$ cat src/rtl/cbx_pkg.sv
package cbx_pkg;
  localparam int                  LA_W     = 16;
  localparam int                  OFF_W    = 13;
  localparam int                  PAGE_W   = 8;
  localparam int                  TAG_W    = LA_W - OFF_W;
  localparam logic [TAG_W-1:0]    WIN_TAG  = 3'b011;
  localparam logic [PAGE_W-1:0]   PAGE_LO  = 8'h36;
  localparam logic [PAGE_W-1:0]   PAGE_HI  = 8'h37;
endpackage

$ cat src/rtl/cbx_win_decode.sv
module cbx_win_decode #(
  parameter int LA_W  = 16,
  parameter int OFF_W = 13,
  parameter logic [LA_W-OFF_W-1:0] WIN_TAG = 3'b011
) (
  input  logic [LA_W-1:0]  addr,
  output logic             in_win,
  output logic [OFF_W-1:0] offset
);
  assign in_win = (addr[LA_W-1:OFF_W] == WIN_TAG);
  assign offset = addr[OFF_W-1:0];
endmodule

$ cat src/rtl/cbx_bank_latch.sv
module cbx_bank_latch (
  input  logic clk,
  input  logic rst,
  input  logic load,
  input  logic sel_in,
  output logic sel_q
);
  always_ff @(posedge clk) begin
    if (rst)       sel_q <= 1'b0;
    else if (load) sel_q <= sel_in;
  end
endmodule

$ cat src/rtl/cbx_page_sel.sv
module cbx_page_sel #(
  parameter int PAGE_W = 8,
  parameter logic [PAGE_W-1:0] PAGE_LO = 8'h36,
  parameter logic [PAGE_W-1:0] PAGE_HI = 8'h37
) (
  input  logic              emu_en,
  input  logic              dual_bank,
  input  logic              sel_q,
  input  logic [PAGE_W-1:0] map_page,
  output logic [PAGE_W-1:0] page
);
  always_comb begin
    if (!emu_en)                   page = map_page;
    else if (dual_bank && sel_q)   page = PAGE_HI;
    else                           page = PAGE_LO;
  end
endmodule

$ cat src/rtl/cart_bank_xlate.sv
module cart_bank_xlate #(
  parameter int LA_W   = cbx_pkg::LA_W,
  parameter int OFF_W  = cbx_pkg::OFF_W,
  parameter int PAGE_W = cbx_pkg::PAGE_W,
  parameter logic [LA_W-OFF_W-1:0] WIN_TAG = cbx_pkg::WIN_TAG,
  parameter logic [PAGE_W-1:0]     PAGE_LO = cbx_pkg::PAGE_LO,
  parameter logic [PAGE_W-1:0]     PAGE_HI = cbx_pkg::PAGE_HI
) (
  input  logic                    clk,
  input  logic                    rst,
  input  logic                    cpu_req,
  input  logic                    cpu_we,
  input  logic [LA_W-1:0]         cpu_addr,
  input  logic                    emu_en,
  input  logic                    dual_bank,
  input  logic [PAGE_W-1:0]       map_page,
  output logic [PAGE_W+OFF_W-1:0] phys_addr,
  output logic                    win_hit
);
  localparam int PA_W = PAGE_W + OFF_W;

  logic              in_win;
  logic [OFF_W-1:0]  offset;
  logic              sel_q;
  logic              bank_load;
  logic [PAGE_W-1:0] page;
  logic              hit_d;
  logic [PA_W-1:0]   addr_d;

  cbx_win_decode #(.LA_W(LA_W), .OFF_W(OFF_W), .WIN_TAG(WIN_TAG)) u_dec (
    .addr(cpu_addr), .in_win(in_win), .offset(offset)
  );

  assign bank_load = cpu_req && cpu_we && emu_en && dual_bank && in_win;

  cbx_bank_latch u_latch (
    .clk(clk), .rst(rst), .load(bank_load), .sel_in(cpu_addr[1]), .sel_q(sel_q)
  );

  cbx_page_sel #(.PAGE_W(PAGE_W), .PAGE_LO(PAGE_LO), .PAGE_HI(PAGE_HI)) u_sel (
    .emu_en(emu_en), .dual_bank(dual_bank), .sel_q(sel_q),
    .map_page(map_page), .page(page)
  );

  always_comb begin
    hit_d  = 1'b0;
    addr_d = '0;
    if (cpu_req && in_win) begin
      addr_d = {page, offset};
      hit_d  = !(emu_en && cpu_we);
    end
  end

  always_ff @(posedge clk) begin
    if (rst) begin
      phys_addr <= '0;
      win_hit   <= 1'b0;
    end else begin
      phys_addr <= addr_d;
      win_hit   <= hit_d;
    end
  end
endmodule

$ cat config.mk
export PLATFORM = sky130hd
export DESIGN_NAME = cart_bank_xlate
export DESIGN_NICKNAME = d
export VERILOG_FILES = /design/src/rtl/cbx_pkg.sv /design/src/rtl/cbx_win_decode.sv /design/src/rtl/cbx_bank_latch.sv /design/src/rtl/cbx_page_sel.sv /design/src/rtl/cart_bank_xlate.sv
export SDC_FILE = /design/constraint.sdc
export NUM_CORES = 1
export LEC_CHECK = 0
export BUFFER_PORTS_ARGS = -buffer_cell sky130_fd_sc_hd__buf_2
export CAP_MARGIN = 20
export CORE_UTILIZATION = 41
export DETAILED_ROUTE_END_ITERATION = 8
export PLACE_DENSITY_LB_ADDON = 0.05
export SLEW_MARGIN = 10
export SYNTH_ARGS = -nofsm -noshare
export SYNTH_HDL_FRONTEND = slang
export SYNTH_SLANG_ARGS = --single-unit
$ cat constraint.sdc
create_clock -name clk -period 1.69 [get_ports clk]
set_input_delay 0 -clock clk [delete_from_list [all_inputs] [get_ports clk]]
set_output_delay 0 -clock clk [all_outputs]
set_load 0.005 [all_outputs]
==> summary.txt <==
Synthesis
  • Yosys reg bits: 23
  • Library cells used by synthesis: 16
  • Post-Syn Area: between 700 and 800 sq um
  • Seq/Total Area, Yosys: 0.648
  • Area fraction of the dominant cell type after synthesis: 0.648
  • Ys Warns: 0
  • Syn Inst Count: 62
  • Post-Synthesis Net Count: 92
  • Avg Cell Area, Syn: between 10 and 15 sq um
  • Synth area leaders: dfxtp_1, and2_1, nor2_1, nor3b_2, nand4b_4
  • Synth area leader: dfxtp_1

STA
  • Peak Freq: about 0.65 GHz
  • Fin crit share: 0.908
  • Worst Slack Setup Final: between 0.15 and 0.2 ns
  • Fin crit period: 1.53 ns
  • Max_slew headroom: 0.636
  • Final Setup Violations: 0
  • Hold Slack: approximately 0.017 ns
  • Slew @ Worst Pin: between 0.5 and 0.6 ns
  • Final Hold Fails: 0
  • Final-report max-slew violation count: 0
  • RSZ-0062 raised after global routing: no
  • Total Neg Setup Slack: 0 ns
  • Worst clock skew: 0.000191 ns

GRT
  • Pin count of the biggest net entering global routing: 13
  • Vias in the first global route: 648
  • Initial antenna violation count: 0
  • First-pass GRT wire length: between 2000 and 3000 microns
  • Tot GR Track Use: 0.186
  • Grt ovf: 0

Route
  • DR vias/cell: 4.37
  • Total wire length: approximately 1600 microns
  • DRT Pass-1 Iters: 5
  • DRC errors left: 5
  • Iter 0 DRT Violations: 6
  • Final ANT Viol Nets: 0
  • DR vias: 673
  • Drt wl/cell: around 10 microns

Placed design
  • Port bufs: ~50
  • Hpwl dp: approximately 930 microns
  • Worst slack, placed: around 0.70 ns
  • GPL Wtd Cong: about 0.67

Worst setup path
  • Crit Path Category: in -> reg
  • Crit path DAT: ~1.8 ns
  • Startpoint types: primary input
  • Critical path required time: between 1.5 and 2 ns
  • Crit-path max FO: 10
  • CP Capture Type: register

Floorplanning
  • Row count: 14
  • Die ar.: 1900 sq um
  • Chip Width: around 44 microns
  • Vert. Die Dim: between 40 and 50 microns
  • Io pins: 52
  • Effective utilization at floorplan: 0.456
  • Core area: roughly 1600 sq um

Clock tree
  • Post_cts resized: 0
  • Clock root cell: clkbuf_4
  • H-tree levels: 1
  • Clk Latency, worst-skew pair: roughly 0.29 ns
  • Num CTS Buffers: 3
  • Worst-path clk slew: ~0.12 ns
  • Longest Clk Path Bufs: 2
  • # clock sinks: 23
  • TritonCTS clock tree: done

Pwr
  • Worst VDD drop: 0.476 mV
  • P per Cell Area: 721 nW/um^2
  • Leak pwr: between 0.6 and 0.7 nW

Finish
  • Layout net count: roughly 170
  • N_diodes: 0
  • Area Growth Syn to Fin: 73.4%
  • # fillers: 115
  • Share of layout cells above drive strength 1: 0.420

Hold path
  • Hold crit path type: in -> reg

Run status
  • Status: finished, violations left
  • Failing checks: DRC

Job
  • Number of max-cap violations: 0
[flip-flops by register name, summed over array words and instances (netlist names)]
register / flops
phys_addr: 21
u_latch.sel_q: 1
win_hit: 1
[power breakdown]
part	internal [mW]	switching [mW]
combinational	0.0694	0.0312
sequential	0.547	0.00110
clock	0.0917	0.149
total	0.708	0.181
[through the flow]
stage | util | total power [mW] | instance area, sq um | instances
after floorplan | - | 0.580 | 711 | 62
after global placement | 0.620 | 0.618 | 966 | 126
after detailed placement | 0.620 | 0.619 | 966 | 126
after CTS | 0.791 | 0.901 | 1230 | 154
after global routing | 0.791 | 0.926 | 1230 | 154
final | 0.791 | 0.889 | 1230 | 154
[synth_stat cells]
master / number
nand3_1: 2
or2_1: 1
inv_1: 1
clkbuf_1: 1
nor2b_1: 1
o41ai_1: 1
a21oi_1: 2
o21ai_0: 1
dfxtp_1: 23
nor3b_2: 3
buf_2: 1
nor2_1: 10
nand4b_4: 1
nand2b_1: 1
and2_1: 12
buf_6: 1
[path summary, 6_finish.rpt]
kind | slack (ns) | cells after the start | start | to
max | 0.16 | 5 | rst | phys_addr[13]
min | 0.02 | 2 | emu_en | phys_addr[20]
max reg2reg | 0.50 | 3 | u_latch.sel_q | phys_addr[13]
min reg2reg | 0.62 | 3 | u_latch.sel_q | u_latch.sel_q
[critical path, stage by stage]
cell           delay [ns]
dlygate4sd3_1        0.53
buf_2                0.14
or2_1                0.36
a21oi_1              0.19
dlygate4sd3_1        0.56
[timing repair]
| item | in CTS | in global routing |
|---|---|---|
| endpoints found under the setup margin | 0 | 0 |
| hold buffers | 24 | 0 |
| setup buffers | 0 | 0 |
| hold endpoints to repair | 23 | 0 |
[routing by layer]
metal | routed length (microns) | GRT usage
met5 | 0 | 0
met2 | 847 | 0.340
met1 | 612 | 0.183
met4 | 37 | 0.113
met3 | 104 | 0.0500
[cells in the final DEF, fill, tap and decap left out, drive strengths merged, types with 2 or more instances in the layout]
cell type	n
clkbuf	4
and2	12
buf	51
dfxtp	23
nor2	10
nor3b	3
dlygate4sd3	24
a21oi	2
nand3	2
[area by class of cell]
| cell class | count | area, sq um | area share |
|---|---|---|---|
| Tap cell | 16 | 20.0 | 0.0162 |
| Inverter | 1 | 3.75 | 0.00305 |
| Clock buffer | 4 | 26.3 | 0.0213 |
| Timing Repair Buffer | 75 | 495 | 0.402 |
| Sequential cell | 23 | 460 | 0.374 |
| Multi-Input combinational cell | 35 | 226 | 0.184 |
[logic make-up after synthesis]
family,Yosys count,share of synthesized area
AND/OR/NAND/NOR,31,0.285
flip-flops,23,0.648
AO/OA/AOI/OAI,4,0.0334
buffers and inverters,4,0.0334
Power figures use the tool's default switching activity.
